**src/rtl/spiw_pkg.sv**
```systemverilog
package spiw_pkg;
    localparam int BYTE_W = 8;

    typedef enum logic [1:0] {
        ST_IDLE,
        ST_XFER,
        ST_RESP
    } spiw_state_e;

    typedef enum logic [1:0] {
        PG_NONE,
        PG_DESEL,
        PG_XFER
    } spiw_page_e;

    typedef struct packed {
        spiw_state_e        state;
        logic               cs_n;
        logic               rd;
        logic [BYTE_W-1:0]  rdata;
    } spiw_ctl_t;
endpackage

```
**src/rtl/spiw_addr_regs.sv**
```systemverilog
module spiw_addr_regs #(
    parameter int NBYTES = 4,
    parameter int BW     = 8,
    localparam int IDXW  = (NBYTES > 1) ? $clog2(NBYTES) : 1
) (
    input  logic                 clk,
    input  logic                 rst_n,
    input  logic                 wr_en,
    input  logic [IDXW-1:0]      wr_idx,
    input  logic [BW-1:0]        wr_byte,
    input  logic [IDXW-1:0]      rd_idx,
    output logic [BW-1:0]        rd_byte,
    output logic [NBYTES*BW-1:0] addr
);
    logic [NBYTES-1:0][BW-1:0] regs_d, regs_q;

    always_comb begin
        regs_d = regs_q;
        if (wr_en) regs_d[wr_idx] = wr_byte;
    end

    always_ff @(posedge clk or negedge rst_n) begin
        if (!rst_n) regs_q <= '0;
        else        regs_q <= regs_d;
    end

    assign rd_byte = regs_q[rd_idx];

    for (genvar g = 0; g < NBYTES; g++) begin : g_pack
        assign addr[g*BW +: BW] = regs_q[g];
    end
endmodule

```
**src/rtl/spiw_page_decode.sv**
```systemverilog
module spiw_page_decode
    import spiw_pkg::*;
#(
    parameter int          PW         = 24,
    parameter logic [PW-1:0] DESEL_PAGE = 24'hFFFFFE,
    parameter logic [PW-1:0] XFER_PAGE  = 24'hFFFFFD
) (
    input  logic [PW-1:0] page_bits,
    output spiw_page_e    page
);
    always_comb begin
        if (page_bits == DESEL_PAGE)     page = PG_DESEL;
        else if (page_bits == XFER_PAGE) page = PG_XFER;
        else                             page = PG_NONE;
    end
endmodule

```
**src/rtl/spiw_shifter.sv**
```systemverilog
module spiw_shifter #(
    parameter int CLK_DIV = 2,
    parameter int BW      = 8,
    localparam int DIVW   = (CLK_DIV > 1) ? $clog2(CLK_DIV) : 1,
    localparam int BITW   = $clog2(BW)
) (
    input  logic          clk,
    input  logic          rst_n,
    input  logic          start,
    input  logic          rd_mode,
    input  logic [BW-1:0] tx_byte,
    input  logic          spi_miso,
    output logic          spi_sck,
    output logic          spi_mosi,
    output logic          done,
    output logic [BW-1:0] rx_byte
);
    localparam logic [DIVW-1:0] DIV_LAST = DIVW'(CLK_DIV - 1);
    localparam logic [BITW-1:0] BIT_LAST = BITW'(BW - 1);

    typedef struct packed {
        logic            busy;
        logic            sck;
        logic            rd;
        logic            done;
        logic [DIVW-1:0] div_cnt;
        logic [BITW-1:0] bit_cnt;
        logic [BW-1:0]   tx;
        logic [BW-1:0]   rx;
    } shf_t;

    shf_t d, q;

    always_comb begin
        d      = q;
        d.done = 1'b0;
        if (start && !q.busy) begin
            d.busy    = 1'b1;
            d.sck     = 1'b0;
            d.rd      = rd_mode;
            d.div_cnt = '0;
            d.bit_cnt = '0;
            d.tx      = rd_mode ? '0 : tx_byte;
        end else if (q.busy) begin
            if (q.div_cnt == DIV_LAST) begin
                d.div_cnt = '0;
                d.sck     = !q.sck;
                if (!q.sck) begin
                    d.rx = {q.rx[BW-2:0], spi_miso};
                end else if (q.bit_cnt == BIT_LAST) begin
                    d.busy = 1'b0;
                    d.done = 1'b1;
                end else begin
                    d.bit_cnt = q.bit_cnt + 1'b1;
                    d.tx      = {q.tx[BW-2:0], 1'b0};
                end
            end else begin
                d.div_cnt = q.div_cnt + 1'b1;
            end
        end
    end

    always_ff @(posedge clk or negedge rst_n) begin
        if (!rst_n) q <= '0;
        else        q <= d;
    end

    assign spi_sck  = q.sck;
    assign spi_mosi = q.tx[BW-1];
    assign done     = q.done;
    assign rx_byte  = q.rx;

    // mode 0, data is steady across the rising SCK edge
    a_r4_mosi_steady_at_rise: assert property (@(posedge clk) disable iff (!rst_n)
        $rose(spi_sck) |-> $stable(spi_mosi));
    // a read cycle drives MOSI low throughout
    a_r5_read_mosi_low: assert property (@(posedge clk) disable iff (!rst_n)
        (q.busy && q.rd) |-> !spi_mosi);
    // completion is a single pulse
    a_r6_done_single: assert property (@(posedge clk) disable iff (!rst_n)
        done |=> !done);
endmodule

```
**src/rtl/spi_window_bridge.sv**
```systemverilog
module spi_window_bridge
    import spiw_pkg::*;
#(
    parameter int CLK_DIV = 2
) (
    input  logic        clk,
    input  logic        rst_n,
    input  logic        host_req,
    input  logic        host_wr,
    input  logic [2:0]  host_ofs,
    input  logic [7:0]  host_wdata,
    output logic [7:0]  host_rdata,
    output logic        host_ready,
    output logic        spi_cs_n,
    output logic        spi_sck,
    output logic        spi_mosi,
    input  logic        spi_miso
);
    localparam int NBYTES = 4;
    localparam int AW     = NBYTES * BYTE_W;
    localparam int PW     = AW - BYTE_W;
    localparam int IDXW   = $clog2(NBYTES);
    localparam int OFS_W  = 3;
    localparam logic [OFS_W-1:0] DATA_OFS = OFS_W'(NBYTES);

    spiw_ctl_t        d, q;
    logic             reg_we;
    logic [7:0]       reg_rd;
    logic [AW-1:0]    addr;
    spiw_page_e       page;
    logic             sh_start, sh_rd, sh_done;
    logic [7:0]       sh_rx;

    spiw_addr_regs #(.NBYTES(NBYTES), .BW(BYTE_W)) u_regs (
        .clk     (clk),
        .rst_n   (rst_n),
        .wr_en   (reg_we),
        .wr_idx  (host_ofs[IDXW-1:0]),
        .wr_byte (host_wdata),
        .rd_idx  (host_ofs[IDXW-1:0]),
        .rd_byte (reg_rd),
        .addr    (addr)
    );

    spiw_page_decode #(.PW(PW)) u_dec (
        .page_bits (addr[AW-1:BYTE_W]),
        .page      (page)
    );

    spiw_shifter #(.CLK_DIV(CLK_DIV), .BW(BYTE_W)) u_shf (
        .clk      (clk),
        .rst_n    (rst_n),
        .start    (sh_start),
        .rd_mode  (sh_rd),
        .tx_byte  (host_wdata),
        .spi_miso (spi_miso),
        .spi_sck  (spi_sck),
        .spi_mosi (spi_mosi),
        .done     (sh_done),
        .rx_byte  (sh_rx)
    );

    always_comb begin
        d        = q;
        reg_we   = 1'b0;
        sh_start = 1'b0;
        sh_rd    = 1'b0;
        case (q.state)
            ST_IDLE: begin
                if (host_req) begin
                    d.state = ST_RESP;
                    d.rdata = 8'hFF;
                    if (host_ofs < DATA_OFS) begin
                        if (host_wr) reg_we  = 1'b1;
                        else         d.rdata = reg_rd;
                    end else if (host_ofs == DATA_OFS) begin
                        if (page == PG_DESEL && host_wr) begin
                            d.cs_n = 1'b1;
                        end else if (page == PG_XFER) begin
                            d.cs_n   = 1'b0;
                            d.rd     = !host_wr;
                            d.state  = ST_XFER;
                            sh_start = 1'b1;
                            sh_rd    = !host_wr;
                        end
                    end
                end
            end
            ST_XFER: begin
                if (sh_done) begin
                    d.state = ST_RESP;
                    d.rdata = q.rd ? sh_rx : 8'hFF;
                end
            end
            default: d.state = ST_IDLE;
        endcase
    end

    always_ff @(posedge clk or negedge rst_n) begin
        if (!rst_n) begin
            q.state <= ST_IDLE;
            q.cs_n  <= 1'b1;
            q.rd    <= 1'b0;
            q.rdata <= 8'hFF;
        end else begin
            q <= d;
        end
    end

    assign host_ready = (q.state == ST_RESP);
    assign host_rdata = q.rdata;
    assign spi_cs_n   = q.cs_n;

    // no serial clock while the flash is deselected
    a_r9_no_sck_deselected: assert property (@(posedge clk) disable iff (!rst_n)
        spi_cs_n |-> !spi_sck);
    // ready is a one-cycle pulse
    a_r6_ready_one_cycle: assert property (@(posedge clk) disable iff (!rst_n)
        host_ready |=> !host_ready);
    // a finished byte is answered on the next cycle
    a_r6_ready_after_byte: assert property (@(posedge clk) disable iff (!rst_n)
        (q.state == ST_XFER && sh_done) |=> host_ready);
    // chip select moves only on an accepted data-port access
    a_r7_cs_only_by_data_port: assert property (@(posedge clk) disable iff (!rst_n)
        !$stable(spi_cs_n) |-> $past(host_req && q.state == ST_IDLE && host_ofs == DATA_OFS));
endmodule

```
**config.mk**
```make
export PLATFORM = sky130hd
export DESIGN_NAME = spi_window_bridge
export DESIGN_NICKNAME = d
export VERILOG_FILES = /design/src/rtl/spiw_pkg.sv /design/src/rtl/spiw_addr_regs.sv /design/src/rtl/spiw_page_decode.sv /design/src/rtl/spiw_shifter.sv /design/src/rtl/spi_window_bridge.sv
export SDC_FILE = /design/constraint.sdc
export NUM_CORES = 1
export LEC_CHECK = 0
export ABC_AREA = 1
export BUFFER_PORTS_ARGS = -buffer_cell sky130_fd_sc_hd__buf_2
export CAP_MARGIN = 20
export CORE_MARGIN = 4
export CORE_UTILIZATION = 45
export CTS_CLUSTER_DIAMETER = 50
export CTS_CLUSTER_SIZE = 8
export DETAILED_ROUTE_END_ITERATION = 8
export PLACE_DENSITY = 0.71
export RECOVER_POWER = 25
export SLEW_MARGIN = 20
export SYNTH_ARGS = -nofsm -noshare
export SYNTH_HDL_FRONTEND = slang
export SYNTH_SLANG_ARGS = --single-unit
```
**constraint.sdc**
```tcl
create_clock -name clk -period 1.7 [get_ports clk]
set_input_delay 0.255 -clock clk [delete_from_list [all_inputs] [get_ports clk]]
set_output_delay 0.255 -clock clk [all_outputs]
set_load 0.1 [all_outputs]
```
==> After elaboration in Yosys (flattened, before gate mapping) <==
Cells that the tools add are included.
{ "word_totals": {"ff_bits": 67, "inputBits": 16, "elab_cells": 108} }
{ "op_classes": {"n_addsub": 2, "n_lt_le_gt_ge": 3, "n_eq_ne": 11, "n_mux": 54, "n_bitwise": 4, "n_reduce_logical": 19} }
{ "ops": {"columns": ["cell", "n"], "rows": [
  ["$mux 8", 8],
  ["$eq 24x24->1 const B", 2],
  ["$bwmux 32", 1],
  ["$mux 1", 25],
  ["$mux 12", 2],
  ["$mux 11", 2],
  ["$mux 21", 1],
  ["$mux 19", 1],
  ["$bmux 8 s2", 1],
  ["$demux 8 s2", 1],
  ["$pmux 8 s2", 1],
  ["$mux 2", 7],
  ["$mux 4", 3],
  ["$reduce_bool 2->1", 5],
  ["$reduce_and 4->1", 2],
  ["$eq 3x3->1 const B", 2],
  ["$reduce_and 6->1", 1],
  ["$reduce_and 5->1", 1],
  ["$eq 2x1->1 const B", 2],
  ["$eq 2x2->1 const B", 2],
  ["$ne 2x1->1 const B", 2],
  ["$not 1->1", 4],
  ["$pmux 2 s2", 1],
  ["$reduce_and 2->1", 2],
  ["10 further kinds", 14]
]} }

==> Depth between registers and ports, before layout <==
Gate-level depths: netlist of run 1.
{ "depth": {"depth_word": 13, "ltp_mapped": 10, "ltp_nobuf": 9} }

==> Hierarchy <==
Synthesis of run 1 repeated with hierarchy kept, for this count alone.
{ "unflattened": {"hier_cells": 550, "hier_area_um2": 4025.1} }
{ "modules_own_cells": {"columns": ["module", "n_inst", "cells_each", "area_each_um2"], "rows": [
  ["spiw_addr_regs", 1, 235, 1785.5],
  ["spiw_shifter", 1, 153, 1243.7],
  ["spi_window_bridge", 1, 132, 877.1],
  ["spiw_page_decode", 1, 30, 118.9]
]} }

==> Worst setup path before layout of run 1 <==
OpenSTA, ideal clock, no wires.
{ "synth_timing": {"path_kind": "reg2out", "startpoint": "reg q[10] in the netlist's numbering", "endpoint": "out host_ready", "arrival_ns": 1.763, "required_ns": 1.445, "path_slack_ns": -0.318, "path_stages_with_launch": 3, "cell_sequence": "dfrtp_1 > buf_4 > nor2_1"} }
{ "synth_via": {"elab_chain_len": 1} }
{ "synth_lines": {"columns": ["item", "line_no", "text"], "rows": [
  ["start: declaration", "spi_window_bridge.sv:26", "spiw_ctl_t d, q;"],
  ["$eq 2x2->1", "spi_window_bridge.sv:110", "assign host_ready = (q.state == ST_RESP);"],
  ["end: declaration", "spi_window_bridge.sv:13", "output logic host_ready,"]
]} }
Every way passes these cells.

==> Worst setup path in the final report of run 1 <==
{ "layout_timing": {"startpoint": "reg q[11] in the netlist's numbering", "endpoint": "out host_ready"} }
Same word-level chain as after synthesis.

==> metrics.yaml, run 1 <==
power_and_ir_drop:
  seqPwrFrac_pct: 50.9
  p_sw_share_pct: 32.3
  p_per_area_mw_per_mm2: 1060
  power.internal_uw: 2620
  power_leakage_uw: 0.00174
  clkPwrFrac_pct: 30.6
  power.switching_uw: 1250
  vdd_drop_max_uv: 372
  power_frac_comb_pct: 18.5
floorplanning:
  die_x_um: 92.9
  pin_count: 28
  start_util_pct: 46.9
  num_rows: 30
  design.die.area_mm2: 0.00863
  core_area_mm2: 0.00691
  die_height_um: 92.9
finish:
  fin_cells: 530
  num_antenna_cells: 0
  fin_area_mm2: 0.00365
  mostFrequentLayoutCell: "nand2_1"
  fin_nets: 447
  utilization_pct: 52.8
  layout-drive-gt1-share_pct: 19.1
  layout_common_cells: "nand2_1 (129), dfrtp_1 (57), o21ai_1 (33)"
  syn_to_final_growth_pct: 12.5
  fill_cells: 678
logic_synthesis:
  yosys.area.top_type: "dfrtp_1"
  yosys-top-cells-area: "dfrtp_1 (45%), nand2_1 (15%), dfstp_2 (7.3%)"
  synth_top_area_share_pct: 44.8
  ys_types: 24
  ys_ff_latch: 67
  syn_area_mm2: 0.00324
  synth_warnings: 0
  ys_seq_area_share_pct: 52.1
  syn_area_per_cell_um2: 8.17
  synthCells: 397
  synthesis.nets: 415
clocking:
  cts_buffer_depth: 2
  clock_sinks: 67
  worstSkewPairLatency_ns: 0.34
  cts_root_buf: "clkbuf_8"
  cts_buffers: 9
  tritoncts: "built"
  h-tree-depth: 3
  clk_pin_slew_ns: 0.07
timing:
  final.period_utilization_pct: 94.8
  maxSlewViolCount: 0
  hold_violations: 0
  clock.fmax_mhz: 620
  setup_viol: 0
  rsz0062_at_grt: "false"
  relSlewSlack_pct: 40.9
  min_period_ns: 1.61
  tightest_slew_ns: 0.886
  fin_skew_ns: 0.00830
critical_path:
  crit_path_cell_trace: "inv_1 -> nor2_2 -> buf_2"
  cp-end-kind: "output port"
  crit_path_max_fanout: 3
  critical_path_required_ns: 1.44
  criticalPathCategory: "flip-flop to output port"
  cpPeakStageDelay_ns: 0.43
  start_kind: "flip-flop"
  arrival_ns: 1.36
  critPathSlowestCell: "dfrtp_1"
global_routing:
  grt_pass1_vias: 2568
  grt-ovfl-total: 0
  grt_max_degree: 68
  antenna_found_initial: 0
  grt_usage_pct: 18.6
  grt_first_pass_wirelength_um: 12400
route:
  wl_um: 7280
  drc: 0
  vias: 2700
  dr.pass1.iters: 5
  drt_iter0_drc: 150
  ant_nets: 0
  via_per_inst: 5.09
  wire_per_inst_um: 13.7
placed_design:
  placedInstanceArea_mm2: 0.00346
  io_buffers: 27
  dp.cells: 512
  gp_congestion: 0.854
  place_hpwl_um: 5330
min_path:
  holdCritPathClass: "input pin to flip-flop"
run_status:
  status: "complete, no violations"
flow_run:
  drv_cap: 0
[kinds of logic (layout without fill, tap and decap cells)]
logic type	count (synthesis)	after routing	share of synthesized area (%)
compound gates	70	70	11.2
flops	67	67	52.1
buf+inv	46	83	7.45
mux	2	2	0.695
fa+ha+maj	2	2	0.772
simple gates	210	210	27.9
[cells in the mapped netlist]
cell type	number
nor2_4	3
dfrtp_1	58
nor2_2	4
ha_1	2
inv_1	25
a21boi_0	1
mux2_2	2
clkinv_1	1
inv_2	1
buf_6	2
nand4_1	11
o21ai_0	20
buf_2	4
nand3_1	20
a31oi_1	7
buf_4	13
dfstp_2	9
o21ai_1	33
nand2_1	130
a21oi_1	9
nand2_2	6
nor3_1	2
nor2_1	33
nor3_4	1
[worst max-delay path: cells and delay by family, from the launching register on]
| kind | cells | cell delay, ns |
|---|---|---|
| buf+inv | 2 | 0.51 |
| flops | 1 | 0.43 |
| simple gates | 1 | 0.08 |
[metal layers]
metal	wire, µm	vias to the layer above	GRT usage (%)
li1	-	1353	-
met2	3560	53	29.0
met5	0	-	0
met1	3290	1283	24.5
met4	97	0	9.16
met3	331	11	3.90
[final cells by class]
type                       count  area [µm²]  area share (%)
clock buffer                  14         163            4.46
sequential                    67        1690            46.3
multi-input combinational    284        1330            36.4
inverter                      27         101            2.78
timing repair buffer          40         235            6.45
clock inverter                 2        10.0           0.274
tap                           96         120            3.29
[sequential cells by signal (all words and copies together) (netlist names)]
name	flops
u_shf.rx_byte	8
spi_cs_n	1
u_shf.spi_mosi	1
q	3
u_regs.addr	32
u_shf.spi_sck	1
u_shf.done	1
u_shf.q	12
host_rdata	8
[repair_timing]
| action | CTS | global route |
|---|---|---|
| resized for setup | 3 | 1 |
| pin swaps | 0 | 1 |
| buffers inserted | 0 | 1 |
| hold buffers | 1 | 0 |
| endpoints found under the setup margin | 11 | 10 |
| endpoints found under the hold margin | 58 | 0 |
[path summary, 6_finish.rpt]
check | from | end | slack (ns) | cells after the start
setup / recovery | q[11]$_DFFE_PN0P_ | host_ready | 0.09 | 3
hold / removal | spi_miso | u_shf.rx_byte[0]$_DFFE_PN0P_ | 0.14 | 2
setup reg to reg | u_shf.q[16]$_DFFE_PN0P_ | u_shf.q[16]$_DFFE_PN0P_ | 0.16 | 6
hold reg to reg | u_shf.q[16]$_DFFE_PN0P_ | u_shf.q[16]$_DFFE_PN0P_ | 0.48 | 1
max in group asynchronous | rst_n | u_shf.spi_sck$_DFFE_PN0P_ | 0.40 | 3
min in group asynchronous | rst_n | u_regs.addr[14]$_DFFE_PN0P_ | 0.68 | 3
[metrics by stage]
step           hold WS [ns]  total power, µW  setup slack (ns)  TNS [ns]
2_1_floorplan       -0.0406             2560            0.0760         0
3_3_place_gp          0.302             2690            -0.165     -1.09
3_5_place_dp          0.301             2710            -0.262     -2.22
4_1_cts               0.124             3900            0.0147         0
5_1_grt               0.148             4080            0.0189         0
6_report              0.143             3870            0.0878         0
[power groups by stage]
stage / clock network (µW) / registers [µW] / logic [µW]
global route: 1290 / 2000 / 792
global placement: 0 / 1980 / 709
finish: 1180 / 1970 / 714
detailed placement: 0 / 1990 / 724
CTS: 1210 / 1970 / 725
floorplan: 0 / 1950 / 605
Power figures use the tool's default switching activity.
==> run 2: changes to the inputs <==
--- a/config.mk
+++ b/config.mk
@@ -5,7 +5,6 @@
 export SDC_FILE = /design/constraint.sdc
 export NUM_CORES = 1
 export LEC_CHECK = 0
-export ABC_AREA = 1
 export BUFFER_PORTS_ARGS = -buffer_cell sky130_fd_sc_hd__buf_2
 export CAP_MARGIN = 20
 export CORE_MARGIN = 4
==> run 2 against run 1 <==
  * The run now ends with setup timing left
  * Critical path depth rose by 3
  * Routed wire length fell by 3.1%
  * Die area rose by 0.29%
  * Sequential power barely moved
  * Sequential share of layout area fell by 3.8 points
  * Count of clock-buffer cells in the layout fell by 1
  * Clock skew rose by 0.0054 ns
  * Critical path type is now flip-flop to flip-flop
  * Critical endpoint is now u_shf.q[12]$_DFFE_PN0P_
  * Largest power group unchanged
==> metrics.yaml, run 2 <==
run_status:
  violations: "setup timing"
  status: "finished, violations left"
clocking:
  cts_buffer_depth: 2  # unchanged
  cts_root_buf: "clkbuf_8"
  worstSkewPairLatency_ns: 0.35  # about the same
  clk_pin_slew_ns: 0.07  # about the same
  h-tree-depth: 3  # unchanged
  clock_sinks: 67  # unchanged
  tritoncts: "built"
  cts_buffers: 9  # unchanged
timing:
  setup_viol: 16  # +16
  rsz0062_at_grt: "true"
  setup_slack_ns: -0.149  # -0.236 ns
  maxSlewViolCount: 0  # unchanged
  clock.fmax_mhz: 541  # -13%
  min_period_ns: 1.85  # +0.236 ns
  fin_skew_ns: 0.0137  # +0.00538 ns
  hold_violations: 0  # unchanged
  tightest_slew_ns: 0.893  # +0.00645 ns
  relSlewSlack_pct: 40.5  # -0.43 points
  final.period_utilization_pct: 109  # +14 points
logic_synthesis:
  synth_top_family_by_area: "multiplexers"
  synthArstFlopShare_pct: 100  # unchanged
  synth_xor_area_share_pct: 0  # unchanged
  yosys-top-cells-area: "dfrtp_1 (45%), mux2_2 (14%), dfstp_2 (7.3%)"
  synth_edf_count: 0  # unchanged
  synth_fa_ha_area_share_pct: 0.770  # -0.0024 points
  ys_types: 43  # +79%
  synth_most_common_cell: "dfrtp_1"
  synthTopCellsByCount: "dfrtp_1 (58), mux2_2 (41), o21ai_0 (26)"
  synth.area.mux_share_pct: 23.5  # +23 points
  ys_seq_area_share_pct: 51.9  # -0.16 points
  yosys.area.top_type: "dfrtp_1"
  synth-compound-area-share_pct: 7.58  # -3.6 points
  synthCells: 259  # -35%
  syn_area_per_cell_um2: 12.6  # +54%
  synth_warnings: 0  # unchanged
  synth-main-ff-cell: "dfrtp_1"
  synthesis.nets: 277  # -33%
  ys_ff_latch: 67  # unchanged
  syn_area_mm2: 0.00325  # +0.31%
  yosys.area_share.simple_pct: 11.7  # -16 points
  synth_top_area_share_pct: 44.6  # -0.14 points
critical_path:
  path_buf_inv: 1  # -1
  crit_path_max_fanout: 4  # +1
  criticalPathCategory: "flip-flop to flip-flop"
  start_kind: "flip-flop"
  arrival_ns: 2.07  # +0.71 ns
  rrSetupSlack_ns: -0.15  # -0.31 ns
  cpPeakStageDelay_ns: 0.38  # -0.05 ns
  crit_path_cell_trace: "nand4_2 -> nor4_4 -> nand4_4 -> o21ai_4 -> buf_4 -> mux2_4"
  critical_path.startpoint: "u_regs.addr[13]$_DFFE_PN0P_"
  cp_top_family: "simple AND/OR/NAND/NOR gates"
  reg2reg_from: "u_regs.addr[13]$_DFFE_PN0P_"
  cp-end-kind: "flip-flop"
  critical_path_required_ns: 1.92  # +0.48 ns
  critPathSlowestCell: "dfrtp_1"
finish:
  fin_nets: 342  # -23%
  mostFrequentLayoutCell: "dfrtp_1"
  syn_to_final_growth_pct: 22.3
  layout-drive-gt1-share_pct: 50.2  # +31 points
  num_antenna_cells: 0  # unchanged
  fin_area_mm2: 0.00398  # +9.0%
  fin_cells: 425  # -20%
  layout_common_cells: "dfrtp_1 (57), buf_4 (39), mux2_2 (32)"
  largest_reg_flops: 32  # unchanged
route:
  drt_iter0_drc: 85  # -43%
  ant_nets: 0  # unchanged
  dr.pass1.iters: 4  # -1
  wl_um: 7050  # -3.1%
  via_per_inst: 5.24  # +2.8%
  vias: 2225  # -18%
  wire_per_inst_um: 16.6  # +21%
  drc: 0  # unchanged
floorplanning:
  die_height_um: 93.0  # +0.15%
  pin_count: 28  # unchanged
  core_area_mm2: 0.00691  # unchanged
  die_x_um: 93.0  # +0.15%
  start_util_pct: 47.1  # +0.14 points
  design.die.area_mm2: 0.00865  # +0.29%
  num_rows: 30  # unchanged
power_and_ir_drop:
  fin_total_pwr_uw: 4020  # +3.9%
  p_per_area_mw_per_mm2: 1010  # -4.7%
  power_leakage_uw: 0.00180  # +3.7%
  vdd_drop_max_uv: 529  # +42%
placed_design:
  dp.cells: 401  # -22%
  io_buffers: 27  # unchanged
  place_hpwl_um: 5080  # -4.6%
  gp_congestion: 0.835  # -2.2%
  placedInstanceArea_mm2: 0.00368  # +6.6%
global_routing:
  grt_usage_pct: 17.6  # -0.93 points
  grt-ovfl-total: 0  # unchanged
  grt_max_degree: 68  # unchanged
  antenna_found_initial: 0  # unchanged
  grt_first_pass_wirelength_um: 11500  # -6.7%
  grt_pass1_vias: 2317  # -9.8%
min_path:
  worstHoldStart: "spi_miso"
  holdCritPathClass: "input pin to flip-flop"
flow_run:
  drv_cap: 0  # unchanged
run 2: changes by cell type in the layout (fill, tap and decap cells not counted), moves of 13 or more:
cell,previous run,this run
mux2_2,2,32
inv_1,24,6
mux2_4,0,15
nand2_1,129,16
nor2_1,32,13
buf_4,11,39
nand3_1,20,7
o21ai_1,33,3
run 2: repair_timing:
item / CTS / global route
hold buffers: 1 / 0
endpoints found under the hold margin: 58 / 0
pin swaps: 3 / 3
endpoints found under the setup margin: 17 / 44
buffers inserted: 6 / 2
gates resized for setup: 10 / 15
run 2: metrics by stage:
stage	hold slack, ns	util [%]	setup TNS [ns]	setup WS [ns]
final	0.132	57.6	-1.18	-0.149
after global placement	0.301	53.3	-0.863	-0.161
after detailed placement	0.300	53.3	-1.22	-0.194
after floorplan	-0.0406	-	-0.549	-0.0925
after global routing	0.133	57.6	-3.57	-0.207
after CTS	0.119	57.0	-0.997	-0.127
run 2: final timing paths:
check	end	cells past startpoint
max in group asynchronous	u_shf.spi_sck$_DFFE_PN0P_	3
min reg2reg	q[10]$_DFFE_PN0P_	1
min	u_shf.rx_byte[0]$_DFFE_PN0P_	2
min in group asynchronous	q[11]$_DFFE_PN0P_	3
max reg2reg	u_shf.q[12]$_DFFE_PN0P_	6
max	u_shf.q[12]$_DFFE_PN0P_	6
run 2: worst reg2reg max path, stage by stage, from the launching register on:
cell     delay [ns]
dfrtp_1        0.38
nand4_2        0.14
nor4_4         0.37
nand4_4        0.15
o21ai_4        0.23
buf_4          0.16
mux2_4         0.29
run 2: layout make-up:
class                   instances  area, µm²
clock buffers                  13        149
clock inverters                 3       17.5
fillers                       593       2930
inverters                       6       22.5
multi-input cells             167       1470
flip-flops and latches         67       1690
well taps                      96        120
repair buffers                 73        508
run 2: layer usage:
| metal | GRT usage (%) | wire length, µm | part of all wire [%] |
|---|---|---|---|
| met1 | 24.1 | 3270 | 46 |
| met2 | 27.3 | 3300 | 47 |
| met3 | 4.10 | 373 | 5.3 |
| met4 | 6.96 | 104 | 1.5 |
| met5 | 0 | 0 | 0 |
run 2: cells by family after synthesis:
logic type	after synthesis
simple gates	65
flops	67
buf+inv	25
fa+ha+maj	2
mux	58
compound gates	42
run 2: report_power, final:
part	internal (µW)	total [µW]	switching [µW]
Combinational	436	912	476
Sequential	1820	1950	124
Clock	566	1160	592
==> run 3: changes to the inputs <==
--- a/config.mk
+++ b/config.mk
@@ -7,6 +7,7 @@
 export LEC_CHECK = 0
 export BUFFER_PORTS_ARGS = -buffer_cell sky130_fd_sc_hd__buf_2
 export CAP_MARGIN = 20
+export CORE_ASPECT_RATIO = 0.9
 export CORE_MARGIN = 4
 export CORE_UTILIZATION = 45
 export CTS_CLUSTER_DIAMETER = 50
==> constraint.sdc (replaced) <==
create_clock -name clk -period 1.7 [get_ports clk]
set_input_delay 0.17 -clock clk [delete_from_list [all_inputs] [get_ports clk]]
set_output_delay 0.17 -clock clk [all_outputs]
set_load 0.1 [all_outputs]
==> run 3 against run 2 <==
  * The run still ends with setup timing left
  * Global-route usage increased by 0.80 points
  * Total power increased by 4.2%
  * Routed wire length increased by 4.6%
  * Critical endpoint is now u_shf.q[9]$_DFFE_PN0P_
  * Count of clock-buffer cells in the layout decreased by 4
  * Clock skew decreased by 0.0063 ns
==> metrics.yaml, run 3 (same netlist as run 2, synthesis figures left out) <==
run_status:
  status: "finished, violations left"
  violations: "setup timing"
min_path:
  hold_depth: 2  # unchanged
  worstHoldStart: "spi_miso"
  worst_hold_path.endpoint: "u_shf.rx_byte[0]$_DFFE_PN0P_"
  holdCritPathClass: "input pin to flip-flop"
timing:
  min_period_ns: 1.85  # -0.0000150 ns
  setup_viol: 16  # unchanged
  whs_ns: 0.0414  # -0.0911 ns
  setup_slack_ns: -0.149  # +0.0000150 ns
  rsz0062_at_grt: "true"
  tightest_slew_ns: 0.874  # -0.0192 ns
  final.period_utilization_pct: 109  # about the same
  hold_violations: 0  # unchanged
  fin_skew_ns: 0.00740  # -0.00628 ns
  relSlewSlack_pct: 41.8  # +1.3 points
  maxSlewViolCount: 0  # unchanged
  clock.fmax_mhz: 541  # about the same
route:
  vias: 2308  # +3.7%
  via_per_inst: 5.43  # +3.7%
  dr.pass1.iters: 4  # unchanged
  drc: 0  # unchanged
  drt_iter0_drc: 154  # +81%
  wl_um: 7370  # +4.6%
  ant_nets: 0  # unchanged
  wire_per_inst_um: 17.4  # +4.6%
finish:
  num_antenna_cells: 0  # unchanged
  layout_common_cells: "dfrtp_1 (57), buf_4 (40), mux2_2 (33)"
  layout-drive-gt1-share_pct: 51.5  # +1.4 points
  mostFrequentLayoutCell: "dfrtp_1"
  fill_cells: 580  # -2.2%
  fin_cells: 425  # unchanged
  fin_nets: 345  # +0.88%
  syn_to_final_growth_pct: 24.0
  largest_reg_flops: 32  # unchanged
critical_path:
  critical_path_required_ns: 1.95  # +0.03 ns
  r2r_cells: 6  # unchanged
  criticalPathCategory: "flip-flop to flip-flop"
  crit_path_max_fanout: 4  # unchanged
  rrSetupSlack_ns: -0.15  # about the same
  critPathSlowestCell: "dfrtp_1"
  start_kind: "flip-flop"
  cp-end-kind: "flip-flop"
  path_buf_inv: 1  # unchanged
  crit_path_cell_trace: "nand4_2 -> nor4_4 -> nand4_4 -> o21ai_4 -> buf_4 -> mux2_2"
  arrival_ns: 2.09  # +0.02 ns
  cpPeakStageDelay_ns: 0.38  # about the same
  worstReg2RegEnd: "u_shf.q[9]$_DFFE_PN0P_"
  cp_top_family: "simple AND/OR/NAND/NOR gates"
  reg2reg_from: "u_regs.addr[13]$_DFFE_PN0P_"
floorplanning:
  pin_count: 28  # unchanged
  start_util_pct: 46.2  # -0.89 points
  design.die.area_mm2: 0.00865  # about the same
  core_area_mm2: 0.00704  # +1.9%
  die_height_um: 88.6  # -4.7%
  num_rows: 29  # -3.3%
  die_x_um: 97.6  # +4.9%
placed_design:
  gp_congestion: 0.792  # -5.2%
  io_buffers: 27  # unchanged
  pre_cts_ws_ns: -0.193  # +0.00112 ns
  place_hpwl_um: 5180  # +1.9%
  dp.cells: 402  # +0.25%
global_routing:
  grt_pass1_vias: 2414  # +4.2%
  grt_first_pass_wirelength_um: 12100  # +5.2%
  grt_max_degree: 68  # unchanged
  grt-ovfl-total: 0  # unchanged
  grt_usage_pct: 18.4  # +0.80 points
  antenna_found_initial: 0  # unchanged
flow_run:
  drv_cap: 0  # unchanged
clocking:
  clock_sinks: 67  # unchanged
  cts_buffers: 9  # unchanged
  tritoncts: "built"
  worstSkewPairLatency_ns: 0.36  # about the same
  cts_root_buf: "clkbuf_8"
  cts_buffer_depth: 2  # unchanged
  h-tree-depth: 3  # unchanged
  clk_pin_slew_ns: 0.07  # about the same
power_and_ir_drop:
  p_per_area_mw_per_mm2: 1040  # +2.7%
  vdd_drop_max_uv: 522  # -1.3%
  power_leakage_uw: 0.00183  # +1.7%
run 3: changes by cell type in the layout (fill, tap and decap cells not counted), moves of 2 or more:
cell and delta:
clkbuf_1 -3, o21ai_1 -3, o21ai_0 +3, buf_12 +2
run 3: stage by stage:
step | area [µm²] | util [%] | power, µW | setup TNS, ns
after global placement | 3730 | 53.1 | 2850 | -0.719
after detailed placement | 3730 | 53.1 | 2870 | -1.18
after floorplan | 3260 | - | 2530 | -0.549
after global routing | 4030 | 57.3 | 4380 | -2.99
after CTS | 4010 | 56.9 | 4220 | -0.871
final | 4030 | 57.3 | 4190 | -1.16
run 3: repair_timing:
action	in CTS	in global routing
gates resized for setup	8	11
endpoints found under the setup margin	16	43
hold buffers	1	0
pin swaps	2	1
endpoints found under the hold margin	58	0
buffers inserted	5	1
run 3: per-layer routing:
metal	track usage [%]	wire, µm
met1	23.9	3360
met2	29.2	3520
met3	5.91	337
met4	7.17	155
met5	0	0
run 3: final cells by class:
| type | count | area [µm²] | share of cell area, % |
|---|---|---|---|
| Sequential cell | 67 | 1690 | 41.9 |
| Clock inverter | 7 | 68.8 | 1.71 |
| Tap cell | 93 | 116 | 2.89 |
| Timing Repair Buffer | 76 | 549 | 13.6 |
| Clock buffer | 9 | 124 | 3.07 |
| Multi-Input combinational cell | 167 | 1460 | 36.3 |
| Inverter | 6 | 22.5 | 0.558 |
run 3: worst max-delay path by stage:
stage                            endpoint  cells after the start                   startpoint  slack, ns
5_1_grt           u_shf.q[14]$_DFFE_PN0P_                      6  u_regs.addr[10]$_DFFE_PN0P_      -0.21
2_1_floorplan  u_shf.spi_mosi$_DFFE_PN0P_                      6  u_regs.addr[13]$_DFFE_PN0P_      -0.09
3_5_place_dp       u_shf.q[9]$_DFFE_PN0P_                      5  u_regs.addr[10]$_DFFE_PN0P_      -0.19
4_1_cts           u_shf.q[11]$_DFFE_PN0P_                      6  u_regs.addr[10]$_DFFE_PN0P_      -0.12
6_report           u_shf.q[9]$_DFFE_PN0P_                      6  u_regs.addr[13]$_DFFE_PN0P_      -0.15
3_3_place_gp       u_shf.q[9]$_DFFE_PN0P_                      5  u_regs.addr[13]$_DFFE_PN0P_      -0.14
run 3: report_power, final:
part | internal, µW | switching [µW]
clock network | 670 | 640
registers | 1820 | 127
logic | 443 | 483
